`src/rtl/dpu_pkg.sv`:
```
package dpu_pkg;

  localparam int unsigned OP_W = 4;

  typedef enum logic [OP_W-1:0] {
    OP_AND = 4'd0,
    OP_EOR = 4'd1,
    OP_SUB = 4'd2,
    OP_RSB = 4'd3,
    OP_ADD = 4'd4,
    OP_ORR = 4'd5,
    OP_MOV = 4'd6,
    OP_BIC = 4'd7,
    OP_MVN = 4'd8
  } dpu_op_e;

  typedef enum logic [1:0] {
    GRP_NONE  = 2'd0,
    GRP_LOGIC = 2'd1,
    GRP_ARITH = 2'd2
  } dpu_grp_e;

  function automatic dpu_grp_e op_group(input logic [OP_W-1:0] op);
    unique case (op)
      OP_AND, OP_EOR, OP_ORR, OP_MOV, OP_BIC, OP_MVN: op_group = GRP_LOGIC;
      OP_SUB, OP_RSB, OP_ADD:                         op_group = GRP_ARITH;
      default:                                        op_group = GRP_NONE;
    endcase
  endfunction

endpackage

```
`src/rtl/dpu_logic.sv`:
```
module dpu_logic
  import dpu_pkg::*;
#(
  parameter int unsigned WIDTH = 32
) (
  input  logic [WIDTH-1:0] a_i,
  input  logic [WIDTH-1:0] b_i,
  input  logic [OP_W-1:0]  op_i,
  output logic [WIDTH-1:0] y_o
);

  // One-hot function selects decoded once, shared by every bit slice.
  logic sel_and, sel_orr, sel_eor, sel_bic, sel_mov, sel_mvn;

  always_comb begin
    sel_and = (op_i == OP_AND);
    sel_orr = (op_i == OP_ORR);
    sel_eor = (op_i == OP_EOR);
    sel_bic = (op_i == OP_BIC);
    sel_mov = (op_i == OP_MOV);
    sel_mvn = (op_i == OP_MVN);
  end

  for (genvar gi = 0; gi < WIDTH; gi++) begin : g_slice
    logic f_and, f_orr, f_eor, f_bic;
    always_comb begin
      f_and = a_i[gi] & b_i[gi];
      f_orr = a_i[gi] | b_i[gi];
      f_eor = a_i[gi] ^ b_i[gi];
      f_bic = a_i[gi] & ~b_i[gi];
      y_o[gi] = (sel_and &  f_and)   |
                (sel_orr &  f_orr)   |
                (sel_eor &  f_eor)   |
                (sel_bic &  f_bic)   |
                (sel_mov &  b_i[gi]) |
                (sel_mvn & ~b_i[gi]);
    end
  end

endmodule

```
`src/rtl/dpu_adder.sv`:
```
module dpu_adder
  import dpu_pkg::*;
#(
  parameter int unsigned WIDTH = 32
) (
  input  logic [WIDTH-1:0] a_i,
  input  logic [WIDTH-1:0] b_i,
  input  logic [OP_W-1:0]  op_i,
  output logic [WIDTH-1:0] y_o
);

  logic             swap;
  logic             negate;
  logic [WIDTH-1:0] lhs;
  logic [WIDTH-1:0] rhs;
  logic [WIDTH-1:0] cin_vec;

  // Reverse-subtract swaps the operands so one adder serves all three ops.
  always_comb begin
    swap    = (op_i == OP_RSB);
    negate  = (op_i == OP_SUB) || (op_i == OP_RSB);
    lhs     = swap ? b_i : a_i;
    rhs     = swap ? a_i : b_i;
    cin_vec = {{(WIDTH-1){1'b0}}, negate};
    y_o     = lhs + (negate ? ~rhs : rhs) + cin_vec;
  end

endmodule

```
`src/rtl/dpu_resmux.sv`:
```
module dpu_resmux
  import dpu_pkg::*;
#(
  parameter int unsigned WIDTH = 32
) (
  input  logic [OP_W-1:0]  op_i,
  input  logic [WIDTH-1:0] logic_i,
  input  logic [WIDTH-1:0] arith_i,
  output logic [WIDTH-1:0] y_o
);

  dpu_grp_e grp;

  always_comb begin
    grp = op_group(op_i);
    unique case (grp)
      GRP_LOGIC: y_o = logic_i;
      GRP_ARITH: y_o = arith_i;
      default:   y_o = '0;
    endcase
  end

endmodule

```
`src/rtl/dpu_core.sv`:
```
module dpu_core
  import dpu_pkg::*;
#(
  parameter int unsigned WIDTH = 32
) (
  input  logic [WIDTH-1:0] src1_i,
  input  logic [WIDTH-1:0] src2_i,
  input  logic [OP_W-1:0]  op_i,
  output logic [WIDTH-1:0] result_o
);

  logic [WIDTH-1:0] logic_res;
  logic [WIDTH-1:0] arith_res;

  dpu_logic #(.WIDTH(WIDTH)) u_logic (
    .a_i  (src1_i),
    .b_i  (src2_i),
    .op_i (op_i),
    .y_o  (logic_res)
  );

  dpu_adder #(.WIDTH(WIDTH)) u_adder (
    .a_i  (src1_i),
    .b_i  (src2_i),
    .op_i (op_i),
    .y_o  (arith_res)
  );

  dpu_resmux #(.WIDTH(WIDTH)) u_mux (
    .op_i    (op_i),
    .logic_i (logic_res),
    .arith_i (arith_res),
    .y_o     (result_o)
  );

endmodule

```
`config.mk`:
```
export PLATFORM = sky130hd
export DESIGN_NAME = dpu_core
export DESIGN_NICKNAME = d
export VERILOG_FILES = /design/src/rtl/dpu_pkg.sv /design/src/rtl/dpu_logic.sv /design/src/rtl/dpu_adder.sv /design/src/rtl/dpu_resmux.sv /design/src/rtl/dpu_core.sv
export SDC_FILE = /design/constraint.sdc
export NUM_CORES = 1
export LEC_CHECK = 0
export BUFFER_PORTS_ARGS = -buffer_cell sky130_fd_sc_hd__buf_2
export CORE_MARGIN = 2
export CORE_UTILIZATION = 61
export DETAILED_ROUTE_END_ITERATION = 10
export GPL_TIMING_DRIVEN = 1
export PLACE_DENSITY = 0.89
export SKIP_LAST_GASP = 1
export SLEW_MARGIN = 10
export SYNTH_ARGS = -nofsm -noshare
export SYNTH_HDL_FRONTEND = slang
export SYNTH_HIERARCHICAL = 1
export SYNTH_SLANG_ARGS = --single-unit
```
`constraint.sdc`:
```
create_clock -name vclk -period 4.7
set_input_delay 0.235 -clock vclk [all_inputs]
set_output_delay 0.235 -clock vclk [all_outputs]
set_load 0.02 [all_outputs]
```
==> results.md, run 1 <==
* RSZ-0062 raised after global routing: no
* TNS Setup at 0 ns
* Share of the synthesized area in the top cell type at 24.83%
* Final Cycle Share at 90.00%
* Grt ovf at 0
* # fillers at 899
* Multiplexer share of the synthesized area at 16.37%
* Routability cong. at 0.9520
* Detailed Route WL at 16.35 mm
* Drt pass-1 iters at 5
* Worst EP arrival at 3.99 ns
* Critical Path End Type: output port
* Synth top cells by count: 128 x ha_1, 124 x nand2_1, 92 x mux2_2
* Largest net degree at the start of global routing at 69
* Top cells by area, synth: ha_1 25%, mux2_2 16%, nand2_1 7.2%
* Mapped Area at 0.006450 mm²
* Die area at 0.01141 mm²
* Hold Buf Count CTS at 0
* Crit Path Category: in2out
* Main combinational cell family by area after synthesis: adder cells
* Die width at 106.8 µm
* Slew HR at 17.35%
* Vias at 6608
* Die H at 106.8 µm
* Layout cells sized above 1 at 22.77%
* Finish-stage setup viols at 0
* Seq cells at 0
* Crit path from: op_i[1]
* Status: complete, no violations
* Core Box Area at 0.01028 mm²
* First-pass GRT wire length at 26.97 mm
* Synthesis Warnings at 6
* Crit-path max FO at 19
* Nets@finish at 1161
* Wire length per cell at 14.89 µm
* PwrDens at 110.4 mW/mm²
* Total power at 0.7636 mW
* GR Util All Layers at 27.35%
* Max Transition Viols Final at 0
* Worst Setup EP: result_o[19]
* Initial DRC Count at 419
* Avg Cell Area, Syn at 7.143 µm²
* Layout Cells excl Fill at 1098
* Measured slew at the worst slew-check pin at 1.240 ns
* Post-DP HPWL at 12.13 mm
* Max-Cap Viols at 0
* Final Hold Violating Endpoints at 0
* Simple-gate area share of the yosys netlist at 21.30%
* Final hold slack at 1.107 ns
* Adder-Cell Fraction of Synth Area at 25.14%
* Register area at 0 µm²
* Hold crit path type: in2out
* Startpoint types: primary input
* Post-synthesis cell count at 903
* Antenna viol nets, final at 0
* Placed instance count at 1098
* Mapped Nets at 1100
* Vias per inst at 6.018
* Layout Area Growth over Synthesis at 7.255%
* Multi-input combinational cell area at 0.005836 mm²
* Maximum vdd ir drop at 0.00006235 V
* P_leak at 3.440 nW
* Seq/Total Area, Yosys at 0%
* F_max at 236.4 MHz
* Vias in the first global route at 6019
* Setup ws final at 0.4701 ns
* Num rows at 37
* Tmin final at 4.230 ns
* I/O Buffers at 100
* Setup Fix Bufs, Post-CTS at 0
* Post-CTS sizing at 0
* Dpl ws at 0.4996 ns
* Initial antenna violation count at 0
* Synth unique cells at 58
* Number of top-level pins at 100
* Yosys top cell by area: ha_1
* WP data required at 4.47 ns
* Antenna diodes at 0
* Leading cell type by number of instances after synthesis: ha_1
* Initial Utilization at 62.76%
* DRC Markers at 0
* CLK BUF at 0
* Post-Synth XOR/XNOR Area at 4.074%
* Compound-gate portion of the synthesized area at 23.59%
## per-layer routing
layer | track usage (%) | vias up | wire [µm]
li1 | - | 3295 | -
met1 | 34.01 | 3031 | 7096
met2 | 50.77 | 255 | 7901
met3 | 1.581 | 27 | 1015
met4 | 7.421 | 0 | 337
met5 | 0 | - | 0
## critical path, cell delays in order
cell and delay [ns]:
buf_2 0.21, nor3b_1 0.25, and2_1 0.18, buf_4 0.28
mux2_2 0.37, ha_1 0.39, a2111oi_2 0.37, o21ai_1 0.14
a41o_1 0.28, a41oi_2 0.30, o21ai_2 0.12, a31oi_1 0.25
xnor2_1 0.15, a22oi_1 0.11, nor2_1 0.14, buf_2 0.19
## layout by cell type (no fill, tap or decap), drive strengths merged, types with 2 or more instances in the layout
cell      n
nor3      7
inv      75
nor2     47
nand3    42
o21a      2
mux2i     2
a311oi    2
o211ai   46
a31oi     7
nor3b     3
nand4     4
a21boi    4
o21ai    70
buf     114
a41oi     2
a221oi    2
nand2   124
o221ai    2
nor2b    48
a21oi    31
and2      5
nand2b    2
a22oi    33
xnor2    16
xor2     14
a21o     11
ha      128
a211oi    5
o21bai    3
mux2     92
o31ai     2
and3      4
## through the flow
stage / area, µm² / utilization [%]
2_1_floorplan: 6450 / -
6_report: 6918 / 67.31
3_3_place_gp: 6918 / 67.31
3_5_place_dp: 6918 / 67.31
5_1_grt: 6918 / 67.31
4_1_cts: 6918 / 67.31
## report_power, final
part | switching (mW) | internal (mW) | total, mW
sequential | 0 | 0 | 0
combinational | 0.453 | 0.311 | 0.764
clock | 0 | 0 | 0
total | 0.453 | 0.311 | 0.764
## worst min-delay path by stage
| stage | slack [ns] | endpoint | from | depth (start not counted) |
|---|---|---|---|---|
| floorplan | 0.80 | result_o[0] | src1_i[0] | 3 |
| global placement | 1.08 | result_o[0] | src1_i[0] | 5 |
| detailed placement | 1.10 | result_o[0] | src1_i[0] | 5 |
| CTS | 1.10 | result_o[0] | src1_i[0] | 5 |
| global route | 1.14 | result_o[0] | src1_i[0] | 5 |
| finish | 1.11 | result_o[0] | src1_i[0] | 5 |
## cell families (layout without fill, tap and decap cells)
kind of cell | count (synthesis) | after routing
AOI/OAI and AO/OA | 229 | 229
muxes | 94 | 94
adders and majority gates | 129 | 129
and+or+nand+nor | 291 | 291
xor gates and xnor gates | 30 | 30
buffers and inverters | 130 | 189
## final cells by class
cell class,instances,area share [%]
Tap cell,136,2.460
Timing Repair Buffer,114,9.116
Inverter,75,4.069
Multi-Input combinational cell,773,84.36
Note: power is estimated with default switching activity, not from simulation.
==> run 2: changes to the inputs <==
Settings changed: ABC_AREA set to 1, MAX_ROUTING_LAYER set to met4, PLACE_DENSITY 0.89 to 0.9, SYNTH_HIERARCHICAL 1 to not set.
==> run 2 against run 1 <==
Against the previous run:
- worst hold slack got worse by 0.15 ns
- cell count rose by 10%
- highest routed layer unchanged
- critical path depth grew 1
- critical path type unchanged
- sequential share of layout area unchanged
==> results.md, run 2 <==
* Status: complete, no violations
* Layout Area Growth over Synthesis at 9.563%
* Top cells by area, synth: ha_1 27%, nand2_1 16%, o21ai_0 12%
* Share of the synthesized area in the top cell type at 27.44%
* Maximum vdd ir drop at 0.0001138 V
* Startpoint types: primary input
* Nets@finish at 1278
* Seq/Total Area, Yosys at 0%
* DR top layer: met4
* GR Util All Layers at 34.09%
* Vias at 7022
* PwrDens at 115.5 mW/mm²
* Detailed Route WL at 17.38 mm
* Antenna diodes at 0
* Initial Utilization at 63.16%
* Most common cell after layout, fill and taps aside: nand2_1
* Core Box Area at 0.009240 mm²
* Vias per inst at 5.813
* Antenna viol nets, final at 0
* Layout Cells excl Fill at 1208
* I/O Buffers at 100
* Buf/Inv on CP at 5
* CP max stage delay at 0.67 ns
* Hold Buf Count CTS at 0
* Max-Cap Viols at 0
* Wl on met1 at 8.034 mm
* Switching part of the total at 65.79%
* Most used cell along the critical path: a21oi_1
* Initial DRC Count at 486
* Mapped Nets at 1211
* Tmin final at 4.140 ns
* RSZ-0062 raised after global routing: no
* Max Transition Viols Final at 0
* Hold crit path type: in2out
* Routability cong. at 1.024
* Initial antenna violation count at 0
* Mapped Area at 0.005836 mm²
* F_max at 241.5 MHz
* Critical Path End Type: output port
* Crit Path Category: in2out
* NetSw at 0.4860 mW
* First-pass GRT wire length at 28.57 mm
* Measured slew at the worst slew-check pin at 1.248 ns
* Hold path start: src2_i[5]
* Finish-stage setup viols at 0
* Part of the power in registers at 0%
* Die H at 101.8 µm
* Wire length per cell at 14.39 µm
* Hold Path Stages at 5
* Slew HR at 16.80%
* WL met3 at 1.293 mm
* Num rows at 35
* Most frequent cells in the layout: 248 x nand2_1, 140 x o21ai_0, 128 x ha_1
* WP data required at 4.47 ns
* Worst Hold Endpoint: result_o[5]
* Combinational share of power at 100.0%
* Largest net degree at the start of global routing at 121
* TNS Setup at 0 ns
* Yosys top cell by area: ha_1
* Final Hold Violating Endpoints at 0
* Synth top cells by count: 249 x nand2_1, 140 x o21ai_0, 128 x ha_1
* Avg Cell Area, Syn at 5.755 µm²
* Leading cell type by number of instances after synthesis: nand2_1
* CLK BUF at 0
* Clock power share at 0%
* Placed instance count at 1208
* Crit path cell chain: buf_2 -> nand2_1 -> clkinv_1 -> nand2_2 -> buf_4 -> o21ai_0 -> xor2_1 -> ha_1 -> inv_1 -> nor3_1 -> a21oi_1 -> o21ai_0 -> a21oi_1 -> or2_2 -> nand3_1 -> a21oi_1 -> buf_2
* Setup Fix Bufs, Post-CTS at 0
* DRC Markers at 0
* P_int at 0.2527 mW
* CP delay by family, top: buffers and inverters
* Final Cycle Share at 88.10%
* Synthesis Warnings at 0
* Crit-path max FO at 120
* Vias in the first global route at 6298
* P_leak at 3.352 nW
* Post-CTS sizing at 0
* Post-synthesis cell count at 1014
* Post-DP HPWL at 13.49 mm
* Synth unique cells at 38
* Layout cells sized above 1 at 12.14%
* Met2 WL at 7.765 mm
* Die width at 101.8 µm
* Grt ovf at 0
* Slowest CP cell: buf_4
* Number of top-level pins at 100
* Drt pass-1 iters at 5
* Worst EP arrival at 3.91 ns
* Seq cells at 0
* Register area at 0 µm²
* Die area at 0.01037 mm²
==> run 2: logic make-up after synthesis <==
| logic type | count (synthesis) | share of synthesized area (%) |
|---|---|---|
| buf+inv | 162 | 10.57 |
| simple gates | 407 | 29.18 |
| fa+ha+maj | 129 | 27.79 |
| xor+xnor | 32 | 4.803 |
| compound gates | 284 | 27.66 |
==> run 2: per-layer routing <==
metal  up-vias  track usage, %
met5         -               -
met4         0           8.615
met3        27           3.146
met2       287           53.80
met1      3159           46.91
li1       3549               -
==> run 2: final cells by class <==
cell class | instances | area, µm²
Fill cell | 897 | 2846
Timing Repair Buffer | 109 | 568.0
Multi-Input combinational cell | 852 | 5221
Tap cell | 129 | 161.4
Inverter | 118 | 442.9
==> run 2: power groups by stage <==
stage | clock network [mW] | logic, mW | registers (mW)
3_3_place_gp | 0 | 0.707 | 0
4_1_cts | 0 | 0.724 | 0
3_5_place_dp | 0 | 0.721 | 0
6_report | 0 | 0.739 | 0
5_1_grt | 0 | 0.834 | 0
2_1_floorplan | 0 | 0.520 | 0
==> run 2: metrics by stage <==
step / area [µm²] / total power, mW / util [%] / setup slack, ns / hold slack (ns)
detailed placement: 6394 / 0.7206 / 69.19 / 0.6387 / 0.9556
floorplan: 5836 / 0.5204 / - / 1.580 / 0.7343
finish: 6394 / 0.7387 / 69.19 / 0.5595 / 0.9541
global route: 6394 / 0.8336 / 69.19 / 0.2261 / 0.9732
global placement: 6394 / 0.7066 / 69.19 / 0.7198 / 0.9558
CTS: 6394 / 0.7241 / 69.19 / 0.6294 / 0.9570
==> run 2: how the worst max path moves through the flow <==
stage,from,cells after the start,end,slack [ns]
after floorplan,op_i[3],19,result_o[24],1.58
after detailed placement,op_i[1],17,result_o[22],0.64
after global placement,op_i[1],17,result_o[22],0.72
after CTS,op_i[1],17,result_o[22],0.63
final,op_i[1],17,result_o[22],0.56
after global routing,op_i[1],17,result_o[22],0.23
